$ cat config.mk
export PLATFORM = sky130hd
export DESIGN_NAME = gpio_port
export DESIGN_NICKNAME = d
export VERILOG_FILES = /design/src/rtl/gpio_pkg.sv /design/src/rtl/gpio_sync.sv /design/src/rtl/gpio_regs.sv /design/src/rtl/gpio_pad_ctl.sv /design/src/rtl/gpio_port.sv
export SDC_FILE = /design/constraint.sdc
export NUM_CORES = 1
export LEC_CHECK = 0
export ABC_AREA = 1
export BUFFER_PORTS_ARGS = -buffer_cell sky130_fd_sc_hd__buf_2
export CAP_MARGIN = 20
export CELL_PAD_IN_SITES_DETAIL_PLACEMENT = 1
export CELL_PAD_IN_SITES_GLOBAL_PLACEMENT = 2
export CORE_MARGIN = 4
export CORE_UTILIZATION = 28
export CTS_BUF_LIST = sky130_fd_sc_hd__clkbuf_16
export CTS_CLUSTER_DIAMETER = 100
export DETAILED_ROUTE_END_ITERATION = 12
export GPL_ROUTABILITY_DRIVEN = 0
export GPL_TIMING_DRIVEN = 0
export PLACE_DENSITY = 0.77
export SLEW_MARGIN = 10
export SYNTH_ARGS = -nofsm -noshare
export SYNTH_HDL_FRONTEND = slang
export SYNTH_HIERARCHICAL = 1
export SYNTH_SLANG_ARGS = --single-unit
$ cat constraint.sdc
create_clock -name clk_i -period 1.1 [get_ports clk_i]
set_input_delay 0 -clock clk_i [delete_from_list [all_inputs] [get_ports clk_i]]
set_output_delay 0 -clock clk_i [all_outputs]
set_load 0.005 [all_outputs]
$ cat src/rtl/gpio_pkg.sv
package gpio_pkg;
  localparam int unsigned BUS_W   = 8;
  localparam int unsigned PIN_N   = 7;
  localparam logic [BUS_W-1:0] ADDR_DATA = 8'h02;
  localparam logic [BUS_W-1:0] ADDR_DIR  = 8'h06;
  localparam logic [BUS_W-1:0] ADDR_PUE  = 8'h0C;

  typedef enum logic [1:0] {
    SEL_NONE = 2'd0,
    SEL_DATA = 2'd1,
    SEL_DIR  = 2'd2,
    SEL_PUE  = 2'd3
  } reg_sel_e;

  function automatic reg_sel_e decode_addr(input logic [BUS_W-1:0] addr);
    unique case (addr)
      ADDR_DATA: decode_addr = SEL_DATA;
      ADDR_DIR:  decode_addr = SEL_DIR;
      ADDR_PUE:  decode_addr = SEL_PUE;
      default:   decode_addr = SEL_NONE;
    endcase
  endfunction
endpackage

$ cat src/rtl/gpio_sync.sv
module gpio_sync #(
  parameter int unsigned WIDTH  = 7,
  parameter int unsigned STAGES = 2
) (
  input  logic             clk_i,
  input  logic             rst_ni,
  input  logic [WIDTH-1:0] d_i,
  output logic [WIDTH-1:0] q_o
);
  logic [WIDTH-1:0] stage_q [STAGES];

  always_ff @(posedge clk_i or negedge rst_ni) begin
    if (!rst_ni) begin
      for (int s = 0; s < STAGES; s++) stage_q[s] <= '0;
    end else begin
      stage_q[0] <= d_i;
      for (int s = 1; s < STAGES; s++) stage_q[s] <= stage_q[s-1];
    end
  end

  assign q_o = stage_q[STAGES-1];

  // output is input seen two edges earlier, once two post-reset edges passed
  logic [1:0] age_q;
  always_ff @(posedge clk_i or negedge rst_ni) begin
    if (!rst_ni) age_q <= '0;
    else if (age_q != 2'd3) age_q <= age_q + 2'd1;
  end

  generate
    if (STAGES == 2) begin : g_chk2
      a_r6_two_stage: assert property (@(posedge clk_i) disable iff (!rst_ni)
        (age_q >= 2'd2) |-> (q_o == $past(d_i, 2)));
    end
  endgenerate
endmodule

$ cat src/rtl/gpio_regs.sv
module gpio_regs
  import gpio_pkg::*;
#(
  parameter int unsigned WIDTH = PIN_N
) (
  input  logic             clk_i,
  input  logic             rst_ni,
  input  logic             wr_en_i,
  input  reg_sel_e         sel_i,
  input  logic [WIDTH-1:0] wdata_i,
  output logic [WIDTH-1:0] latch_o,
  output logic [WIDTH-1:0] dir_o,
  output logic [WIDTH-1:0] pue_o
);
  always_ff @(posedge clk_i or negedge rst_ni) begin
    if (!rst_ni) begin
      latch_o <= '0;
      dir_o   <= '0;
      pue_o   <= '0;
    end else if (wr_en_i) begin
      unique case (sel_i)
        SEL_DATA: latch_o <= wdata_i;
        SEL_DIR:  dir_o   <= wdata_i;
        SEL_PUE:  pue_o   <= wdata_i;
        default: ;
      endcase
    end
  end

  a_r4_latch_write: assert property (@(posedge clk_i) disable iff (!rst_ni)
    (wr_en_i && sel_i == SEL_DATA) |=> (latch_o == $past(wdata_i)));
  a_r2_dir_write: assert property (@(posedge clk_i) disable iff (!rst_ni)
    (wr_en_i && sel_i == SEL_DIR) |=> (dir_o == $past(wdata_i)));
  a_r7_pue_write: assert property (@(posedge clk_i) disable iff (!rst_ni)
    (wr_en_i && sel_i == SEL_PUE) |=> (pue_o == $past(wdata_i)));
  a_r10_hold: assert property (@(posedge clk_i) disable iff (!rst_ni)
    (!wr_en_i || sel_i == SEL_NONE) |=> ($stable(latch_o) && $stable(dir_o) && $stable(pue_o)));
endmodule

$ cat src/rtl/gpio_pad_ctl.sv
module gpio_pad_ctl #(
  parameter int unsigned WIDTH = 7
) (
  input  logic [WIDTH-1:0] latch_i,
  input  logic [WIDTH-1:0] dir_i,
  input  logic [WIDTH-1:0] pue_i,
  input  logic [WIDTH-1:0] pin_sync_i,
  output logic [WIDTH-1:0] oe_o,
  output logic [WIDTH-1:0] out_o,
  output logic [WIDTH-1:0] pu_o,
  output logic [WIDTH-1:0] rd_o
);
  for (genvar i = 0; i < WIDTH; i++) begin : g_pin
    assign oe_o[i]  = dir_i[i];
    assign out_o[i] = dir_i[i] & latch_i[i];
    assign pu_o[i]  = pue_i[i] & ~dir_i[i];
    assign rd_o[i]  = dir_i[i] ? latch_i[i] : pin_sync_i[i];
  end
endmodule

$ cat src/rtl/gpio_port.sv
module gpio_port
  import gpio_pkg::*;
(
  input  logic             clk_i,
  input  logic             rst_ni,
  input  logic             bus_req_i,
  input  logic             bus_we_i,
  input  logic [BUS_W-1:0] bus_addr_i,
  input  logic [BUS_W-1:0] bus_wdata_i,
  output logic [BUS_W-1:0] bus_rdata_o,
  input  logic [PIN_N-1:0] pin_i,
  output logic [PIN_N-1:0] pad_oe_o,
  output logic [PIN_N-1:0] pad_out_o,
  output logic [PIN_N-1:0] pad_pu_o
);
  localparam int unsigned PAD_W = BUS_W - PIN_N;

  reg_sel_e         sel;
  logic             wr_en;
  logic [PIN_N-1:0] latch_q, dir_q, pue_q, pin_sync, data_rd;

  assign sel   = decode_addr(bus_addr_i);
  assign wr_en = bus_req_i & bus_we_i;

  gpio_sync #(.WIDTH(PIN_N), .STAGES(2)) u_sync (
    .clk_i, .rst_ni, .d_i(pin_i), .q_o(pin_sync)
  );

  gpio_regs #(.WIDTH(PIN_N)) u_regs (
    .clk_i, .rst_ni, .wr_en_i(wr_en), .sel_i(sel),
    .wdata_i(bus_wdata_i[PIN_N-1:0]),
    .latch_o(latch_q), .dir_o(dir_q), .pue_o(pue_q)
  );

  gpio_pad_ctl #(.WIDTH(PIN_N)) u_pad (
    .latch_i(latch_q), .dir_i(dir_q), .pue_i(pue_q), .pin_sync_i(pin_sync),
    .oe_o(pad_oe_o), .out_o(pad_out_o), .pu_o(pad_pu_o), .rd_o(data_rd)
  );

  always_comb begin
    bus_rdata_o = '0;
    if (bus_req_i && !bus_we_i) begin
      unique case (sel)
        SEL_DATA: bus_rdata_o = {{PAD_W{1'b0}}, data_rd};
        SEL_DIR:  bus_rdata_o = {{PAD_W{1'b0}}, dir_q};
        SEL_PUE:  bus_rdata_o = {{PAD_W{1'b0}}, pue_q};
        default:  bus_rdata_o = '0;
      endcase
    end
  end

  a_r9_no_pull_on_drive: assert property (@(posedge clk_i) disable iff (!rst_ni)
    (pad_oe_o & pad_pu_o) == '0);
  a_r11_drive_latch: assert property (@(posedge clk_i) disable iff (!rst_ni)
    (wr_en && sel == SEL_DIR) |=> ((pad_out_o & pad_oe_o) == (latch_q & pad_oe_o)));
  a_r5_top_bit_zero: assert property (@(posedge clk_i) disable iff (!rst_ni)
    bus_rdata_o[BUS_W-1] == 1'b0);
endmodule

## Yosys cells after proc, flatten, opt, wreduce, memory -nomap -nowiden

Index checks and enable logic that the tools add are counted.

- Equal/unequal tests: 6
- Mux-type cells: 10
- Bitwise operators: 22
- Reductions and logical operators: 5

Operators by type and width:

| cell | number |
|---|---|
| 7-bit one-hot mux with 3 select lines | 1 |
| 1-bit AND | 15 |
| 8-bit by 2-bit == test with 1-bit output (second input constant) | 1 |
| 8-bit by 3-bit == test with 1-bit output (second input constant) | 1 |
| 8-bit by 4-bit == test with 1-bit output (second input constant) | 1 |
| 1-bit two-way mux | 7 |
| 7-bit two-way mux | 1 |
| 1-bit NOT | 7 |
| 2-bit one-hot mux with 3 select lines | 1 |
| 2-bit AND reduction | 3 |
| 2-bit == test (second input constant) | 2 |
| 2-bit by 1-bit == test with 1-bit output (second input constant) | 1 |
| 1-bit logical AND | 1 |
| 1-bit zero test | 1 |

- Register bits after elaboration: 35
- Output and inout port bits: 29
- Word-level logic and storage cells: 48

## Longest topological paths before layout

Gate-level depths: netlist (run 1).

- Word-level depth: 5
- Depth in mapped cells: 11
- Depth with buffers taken out: 10

## By module

The synthesis (run 1) kept the hierarchy.

By module, submodules not included:

| module | times used | cells an instance | area an instance (µm²) | sequential area each (µm²) |
|---|---|---|---|---|
| gpio_regs | 1 | 95 | 879.6 | 525.5 |
| gpio_port | 1 | 86 | 402.9 | 0.0 |
| gpio_sync | 1 | 21 | 402.9 | 350.3 |
| gpio_pad_ctl | 1 | 56 | 236.5 | 0.0 |

## Worst setup path after synthesis (run 1)

Ideal clock, no wire load.

- Path type: input to register
- From: input bus_addr_i[6]
- To: register u_regs.dir_o[0]
- Library setup time: 0.118 ns
- Arrival time: 0.928 ns
- Required time: 0.982 ns
- Setup slack: 0.054 ns
- Stages on the path: 11
- Buffers on the path: 2
- Path through: inv_1 > nand2_1 > nor2_4 > buf_4 > nand2_1 > nand2_1 > buf_6 > inv_2 > nand3_1 > nand2_1 > nand2_1

- Longest elaborated chain between the ends: 4

RTL lines:

| item | line | source |
|---|---|---|
| from (decl) | gpio_port.sv:8 | `input logic [BUS_W-1:0] bus_addr_i,` |
| 8-bit by 4-bit == test with 1-bit output (tied with other cells) | gpio_pkg.sv:16 | `unique case (addr)` |
| 2-bit one-hot mux with 3 select lines (*) | gpio_pkg.sv:16 |  |
| via sel[0] | gpio_port.sv:18 | `reg_sel_e sel;` |
| 2-bit == test (*) | gpio_regs.sv:21 | `unique case (sel_i)` |
| 2-bit AND reduction (no line) (*) | - |  |
| to (signal assigned) | gpio_regs.sv:23 | `SEL_DIR: dir_o <= wdata_i;` |
| to (decl) | gpio_regs.sv:12 | `output logic [WIDTH-1:0] dir_o,` |

Mark *: on every way through the listed nets, which the timed path passes. The rest lies on a longest branch.
A chain may end at the register's enable or synchronous reset.

## Worst setup path after layout (run 1)

- From: register u_regs.dir_o[6]
- To: output bus_rdata_o[6]

- Longest elaborated chain between the ends: 3

RTL lines:

| item | line | source |
|---|---|---|
| 1-bit two-way mux | gpio_pad_ctl.sv:17 | `assign rd_o[i] = dir_i[i] ? latch_i[i] : pin_sync_i[i];` |
| via data_rd[6] | gpio_port.sv:20 | `logic [PIN_N-1:0] latch_q, dir_q, pue_q, pin_sync, data_rd;` |
| 7-bit one-hot mux with 3 select lines | gpio_port.sv:43 | `unique case (sel)` |
| 7-bit two-way mux | gpio_port.sv:42 | `if (bus_req_i && !bus_we_i) begin` |
| to (decl) | gpio_port.sv:10 | `output logic [BUS_W-1:0] bus_rdata_o,` |

The timed path passes the listed nets, and every way through them passes these cells.

==> reports/qor.yml, run 1 <==
status:
  status: "finished with violations"
  failed_checks: "setup timing"
die:
  dieArea_mm2: 0.008253
  rows: 29
  io_pins: 56
  fp.dieH_um: 90.85
  core_mm2: 0.006495
  die_w_um: 90.85
  initial_core_util_pct: 29.59
sta:
  rsz0062_at_grt: "true"
  fin_crit_sh_pct: 115.9
  finalClockSkew_ps: 0.3463
  finalHoldViolations: 0
  setup_tns_ps: -1124
  period_needed_ps: 1275
  max_freq_mhz: 784.5
  drv_slew: 0
  worst_hold_slack_ps: 16.10
  setup_viol: 13
  layout_setup_ws_ps: -174.6
clock_network:
  clkTransAtPathRegs_ps: 50
  numCtsBuffers: 5
  htree_num_levels: 2
  clk_latency_ps: 280
  cts_tree: "done"
  clock_path_buffers: 2
  cts.sinks: 35
  clock-root-buffer: "clkbuf_16"
detailed_routing:
  route.detailed.drc: 0
  routed-via-count: 1915
  wl_per_cell_um: 14.21
  final_antenna_net_count: 0
  drtIter0Drc: 34
  vias_per_cell: 4.592
  dr.pass1.iters: 6
  routed_wl_mm: 5.926
synthesis:
  syn_area_mm2: 0.001922
  synthMuxAreaShare_pct: 0
  syn_inst: 258
  yosys-top-cells-area: "dfrtp_1 (46%), nand2_1 (16%), inv_1 (7.6%)"
  ys_seq_area_share_pct: 45.57
  ys_types: 14
  syn_nets: 285
  yosysTopAreaCell: "dfrtp_1"
  synth_xor_area_share_pct: 0
  synthSimpleGateAreaFrac_pct: 36.98
  synth_fa_ha_area_share_pct: 0
  synth_top_family_by_area: "simple AND/OR/NAND/NOR gates"
  yosys_register_bits: 35
  synth_compound_area_share_pct: 0
  synth_top_area_share_pct: 45.57
  synth_area_per_cell_um2: 7.449
  yosys_warnings: 6
cells_and_area:
  multi_input_area_um2: 829.5
  diodes: 0
  n_fill_cell: 810
  seq_area_um2: 884.6
  final_common_cell: "nand2_1"
  area_delta_synth_final_pct: 47.33
  layout_common_cells: "nand2_1 (71), buf_2 (48), inv_1 (31), dfrtp_1 (28), buf_6 (23)"
  nets: 367
  final_util_pct: 43.59
  drive_above_1_share_pct: 42.65
setup_path:
  critPathTopFamily: "flip-flops"
  critPathBufInv: 3
  arrival_ps: 1270
  crit_top_cell: "nand2_1"
  crit_type: "reg2out"
  cp.required_ps: 1100
  end_kind: "output port"
  crit_chain: "inv_2 > nand2_1 > nand2_1 > nand3_1 > nand3_1 > nand2_1 > inv_1 > buf_2"
  worstSetupStartpointType: "flip-flop"
  crit_fanout: 4
  slowest_stage: "dfrtp_2"
  max_stage_delay_ps: 440
global_routing:
  grt_max_degree: 36
  grt-ovfl-total: 0
  grt_pass1_vias: 1960
  grt_usage_pct: 14.46
  grt_pass1_wl_mm: 9.625
  grt_antenna_before_repair: 0
pwr:
  powerDensity_mw_per_mm2: 1086
  cellLeakagePower_nw: 1.617
  peakVddDrop_mv: 0.4987
  power_w: 0.003076
hold_path:
  hold_path.class: "in2reg"
placement:
  portBuffers: 53
  place_hpwl_mm: 4.172
  dp_slack_ps: -334.0
run:
  max_cap_violations: 0
==> where the power goes <==
part | internal [W] | switching, W
logic | 0.000195 | 0.000189
clock network | 0.000813 | 0.000495
registers | 0.00134 | 0.0000402
total | 0.00235 | 0.000725
==> repair_timing <==
action,CTS,global route
hold endpoints to repair,45,0
resized for setup,21,49
setup buffers,10,3
endpoints found under the setup margin,17,42
pin swaps,10,17
hold buffers,11,0
==> state kept, by name, summed over array words and instances, names as in the netlist <==
signal          count
u_regs/dir_o        7
u_regs/latch_o      7
u_regs/pue_o        7
u_sync/q_o          7
u_sync/stage_q      7
==> metal layers <==
layer | vias to the layer above | GRT usage, % | routed length, µm
li1 | 944 | - | -
met1 | 925 | 17.46 | 2516
met2 | 40 | 25.63 | 3069
met3 | 6 | 2.750 | 252
met4 | 0 | 4.899 | 87
met5 | - | 0 | 0
==> cells in the mapped netlist <==
library cell,n
nand2_1,82
inv_1,39
dfrtp_1,35
nand3_1,25
nand4_1,21
nor2_1,20
buf_4,16
nand2_2,5
buf_2,4
buf_6,3
inv_2,3
nor2_4,3
conb_1,1
nor2_2,1
==> area by class of cell <==
class                           instances  area share (%)
Buffer                                 21           6.186
Clock buffer                            5           4.419
Clock inverter                          2          0.3093
Inverter                               42           5.568
Multi-Input combinational cell        158           29.30
Sequential cell                        35           31.24
Tap cell                               77           3.403
Timing Repair Buffer                   77           19.58
==> worst paths after layout <==
path | start | endpoint | slack (ps) | depth (start not counted)
max reg2reg | u_regs/dir_o[0]$_DFFE_PN0P_ | u_regs/dir_o[0]$_DFFE_PN0P_ | 400 | 2
min in group asynchronous | rst_ni | u_sync/stage_q[11]$_DFF_PN0_ | 260 | 2
max | u_regs/dir_o[6]$_DFFE_PN0P_ | bus_rdata_o[6] | -170 | 8
min reg2reg | u_sync/stage_q[12]$_DFF_PN0_ | u_sync/q_o[5]$_DFF_PN0_ | 340 | 0
max in group asynchronous | rst_ni | u_regs/dir_o[5]$_DFFE_PN0P_ | 460 | 2
min | bus_wdata_i[0] | u_regs/dir_o[0]$_DFFE_PN0P_ | 20 | 3
==> per-stage QoR <==
stage | instances | cell area (µm²)
6_report | 417 | 2831
5_1_grt | 417 | 2831
4_1_cts | 416 | 2650
3_5_place_dp | 388 | 2283
3_3_place_gp | 388 | 2283
2_1_floorplan | 258 | 1922
==> cells by family (layout without fill, tap and decap cells) <==
group         Yosys count  in the layout
simple gates          157            157
flops                  35             35
other cells             1              1
buf+inv                65            147
==> worst reg2reg max path: stages, from the launching register on <==
cell,delay [ps]
dfrtp_2,460
nand2_1,90
nand2_1,40
No activity file was read; power rests on OpenSTA's default activity.
==> run 2: changes to the inputs <==
Settings changed: ABC_AREA 1 to not set, CORE_UTILIZATION 28 to 33.
==> run 2 against run 1 <==
The flow still finishes with violations (setup timing). Count of clock-buffer cells in the layout is the same. Final cell count shrank 28%. Non-clock buffer count shrank 6. Area after synthesis shrank 1.9%. Via count shrank 28%. Total power shrank 0.95%. Flip-flop and latch count is the same. Critical path type is now in2reg. Cell area shrank 4.7%. Global-route usage is essentially flat. Routed wire length shrank 20%.
==> reports/qor.yml, run 2 <==
clock_network:
  cts_tree: "done"  # unchanged
  clock_path_buffers: 2  # unchanged
  htree_num_levels: 2  # unchanged
  clkTransAtPathRegs_ps: 50  # about the same
  clock-root-buffer: "clkbuf_16"  # unchanged
  cts.sinks: 35  # unchanged
  clk_latency_ps: 270  # was 280 ps
  numCtsBuffers: 5  # unchanged
detailed_routing:
  routed-via-count: 1388  # was 1915
  final_antenna_net_count: 0  # unchanged
  wl_per_cell_um: 15.78  # was 14.21 µm
  vias_per_cell: 4.627  # was 4.592
  dr.pass1.iters: 4  # was 6
  drtIter0Drc: 39  # was 34
  routed_wl_mm: 4.734  # was 5.926 mm
  route.detailed.drc: 0  # unchanged
cells_and_area:
  n_fill_cell: 609  # was 810
  final_util_pct: 48.71  # was 43.59%
  area_delta_synth_final_pct: 43.13  # was 47.33%
  layout_common_cells: "buf_2 (50), dfrtp_1 (28), buf_4 (20), mux2_4 (20)"  # was nand2_1 (71), buf_2 (48), inv_1 (31), dfrtp_1 (28), buf_6 (23)
  drive_above_1_share_pct: 68.42  # was 42.65%
  multi_input_area_um2: 979.7  # was 829.5 µm²
  seq_area_um2: 884.6  # unchanged
  nets: 254  # was 367
  diodes: 0  # unchanged
  final_common_cell: "buf_2"  # was nand2_1
synthesis:
  yosys_warnings: 6  # unchanged
  ys_types: 24  # was 14
  syn_area_mm2: 0.001886  # was 0.001922 mm²
  synth_common_cells: "dfrtp_1 (35), mux2_2 (21), buf_4 (16)"  # was nand2_1 (82), inv_1 (39), dfrtp_1 (35)
  syn_inst: 147  # was 258
  ys_seq_area_share_pct: 46.45  # was 45.57%
  synth-main-ff-cell: "dfrtp_1"  # unchanged
  synth.most_common_cell: "dfrtp_1"  # was nand2_1
  syn_nets: 174  # was 285
  yosysTopAreaCell: "dfrtp_1"  # unchanged
  synth-edff-count: 0  # unchanged
  yosys-top-cells-area: "dfrtp_1 (46%), mux2_2 (13%), buf_4 (6.4%)"  # was dfrtp_1 (46%), nand2_1 (16%), inv_1 (7.6%)
  synthArstFlopShare_pct: 100.0  # unchanged
  yosys_register_bits: 35  # unchanged
  synth_top_area_share_pct: 46.45  # was 45.57%
  synth_area_per_cell_um2: 12.83  # was 7.449 µm²
global_routing:
  grt_max_degree: 36  # unchanged
  use_met1_pct: 17.22  # was 17.46%
  grt_antenna_before_repair: 0  # unchanged
  grt_pass1_vias: 1580  # was 1960
  grt_pass1_wl_mm: 7.997  # was 9.625 mm
  grt-ovfl-total: 0  # unchanged
  gr-usage-met3_pct: 3.751  # was 2.750%
  grt_usage_pct: 14.43  # was 14.46%
  grt_use_met2_pct: 24.87  # was 25.63%
  busiest_layer: "met2"  # unchanged
pwr:
  power_w: 0.003047  # was 0.003076 W
  peakVddDrop_mv: 0.6827  # was 0.4987 mV
  cellLeakagePower_nw: 1.391  # was 1.617 nW
  powerDensity_mw_per_mm2: 1129  # was 1086 mW/mm²
die:
  rows: 27  # was 29
  fp.dieH_um: 83.59  # was 90.85 µm
  initial_core_util_pct: 34.03  # was 29.59%
  io_pins: 56  # unchanged
  die_w_um: 83.59  # was 90.85 µm
  dieArea_mm2: 0.006987  # was 0.008253 mm²
  core_mm2: 0.005540  # was 0.006495 mm²
sta:
  layout_setup_ws_ps: -384.7  # was -174.6 ps
  setup_viol: 28  # was 13
  period_needed_ps: 1485  # was 1275 ps
  finalClockSkew_ps: 0.5194  # was 0.3463 ps
  finalHoldViolations: 0  # unchanged
  fin_crit_sh_pct: 135.0  # was 115.9%
  max_freq_mhz: 673.6  # was 784.5 MHz
  drv_slew: 0  # unchanged
  rsz0062_at_grt: "true"  # unchanged
placement:
  place_hpwl_mm: 3.271  # was 4.172 mm
  portBuffers: 52  # was 53
setup_path:
  reg2reg_slack_ps: 250  # was 400 ps
  arrival_ps: 1640  # was 1270 ps
  end_kind: "flip-flop"  # was output port
  cp.required_ps: 1260  # was 1100 ps
  crit_fanout: 7  # was 4
  worstReg2RegEnd: "u_regs/dir_o[4]$_DFFE_PN0P_"  # was u_regs/dir_o[0]$_DFFE_PN0P_
  r2r-start: "u_regs/dir_o[4]$_DFFE_PN0P_"  # was u_regs/dir_o[0]$_DFFE_PN0P_
  worstRegToRegCells: 1  # was 2
  worstSetupStartpointType: "input port"  # was flip-flop
  crit_type: "in2reg"  # was reg2out
status:
  failed_checks: "setup timing"  # unchanged
  status: "finished with violations"  # unchanged
hold_path:
  hold_path.class: "in2async"  # was in2reg
run:
  max_cap_violations: 0  # unchanged
## run 2: changes by cell type in the layout (fill, tap and decap cells not counted), moves of 20 or more
| cell | before | now |
|---|---|---|
| nand2_1 | 71 | 7 |
| nand4_1 | 21 | 0 |
| inv_1 | 31 | 2 |
| buf_6 | 23 | 3 |
| mux2_4 | 0 | 20 |
## run 2: layer usage
| metal | wire length (µm) | vias to the layer above |
|---|---|---|
| li1 | - | 657 |
| met1 | 1951 | 694 |
| met2 | 2505 | 30 |
| met3 | 212 | 7 |
| met4 | 63 | 0 |
| met5 | 0 | - |
## run 2: logic make-up (layout without fill, tap and decap cells)
| group | after synthesis | in the layout | share of synthesized area [%] |
|---|---|---|---|
| AOI/OAI and AO/OA | 15 | 15 | 8.892 |
| xor gates and xnor gates | 1 | 1 | 0.4646 |
| buffers and inverters | 19 | 100 | 7.034 |
| DFF | 35 | 35 | 46.45 |
| muxes | 28 | 28 | 18.12 |
| other | 1 | 1 | 0.1989 |
| and+or+nand+nor | 48 | 48 | 18.85 |
## run 2: power breakdown
group / total, W / leakage [nW] / switching (W) / internal [W]
combinational: 0.000355 / 0.872 / 0.000141 / 0.000214
clock: 0.00131 / 0.0762 / 0.000491 / 0.000817
sequential: 0.00138 / 0.443 / 0.0000405 / 0.00134
total: 0.00305 / 1.39 / 0.000672 / 0.00237
## run 2: stage by stage
stage	instance area (µm²)	setup WS (ps)	hold slack, ps	instances	TNS (ps)
2_1_floorplan	1948	-400.3	-295.6	147	-7716
3_3_place_gp	2298	-834.2	107.9	271	-20080
3_5_place_dp	2298	-873.5	109.4	271	-20640
4_1_cts	2688	-409.6	351.7	300	-9867
5_1_grt	2699	-438.1	322.0	300	-11690
6_report	2699	-384.7	244.1	300	-9914
## run 2: area by class of cell
type	count	area share, %
clock inverter	3	0.4636
timing repair buffer	73	17.48
clock buffer	5	4.636
buffer	19	5.007
multi-input combinational	93	36.30
tap	72	3.338
sequential	35	32.78
## run 2: worst max-delay path by stage
stage,to,cells past startpoint,startpoint
after floorplan,u_regs/dir_o[0]$_DFFE_PN0P_,4,bus_addr_i[5]
after global placement,u_regs/pue_o[0]$_DFFE_PN0P_,6,bus_addr_i[1]
after detailed placement,u_regs/dir_o[6]$_DFFE_PN0P_,6,bus_addr_i[1]
after CTS,bus_rdata_o[0],6,bus_addr_i[6]
after global routing,bus_rdata_o[0],6,bus_addr_i[6]
final,u_regs/latch_o[5]$_DFFE_PN0P_,6,bus_addr_i[6]
## run 2: critical path, stage by stage
cell and delay (ps):
buf_6 90, or4_4 570, buf_4 170, nor3_4 180, nand3b_4 290, mux2_4 330
## run 2: repair_timing
action	4_1_cts	5_1_grt
hold buffers	15	0
pin swaps	3	0
buffers inserted	6	0
endpoints found under the setup margin	29	37
endpoints found under the hold margin	57	0
resized for setup	16	6
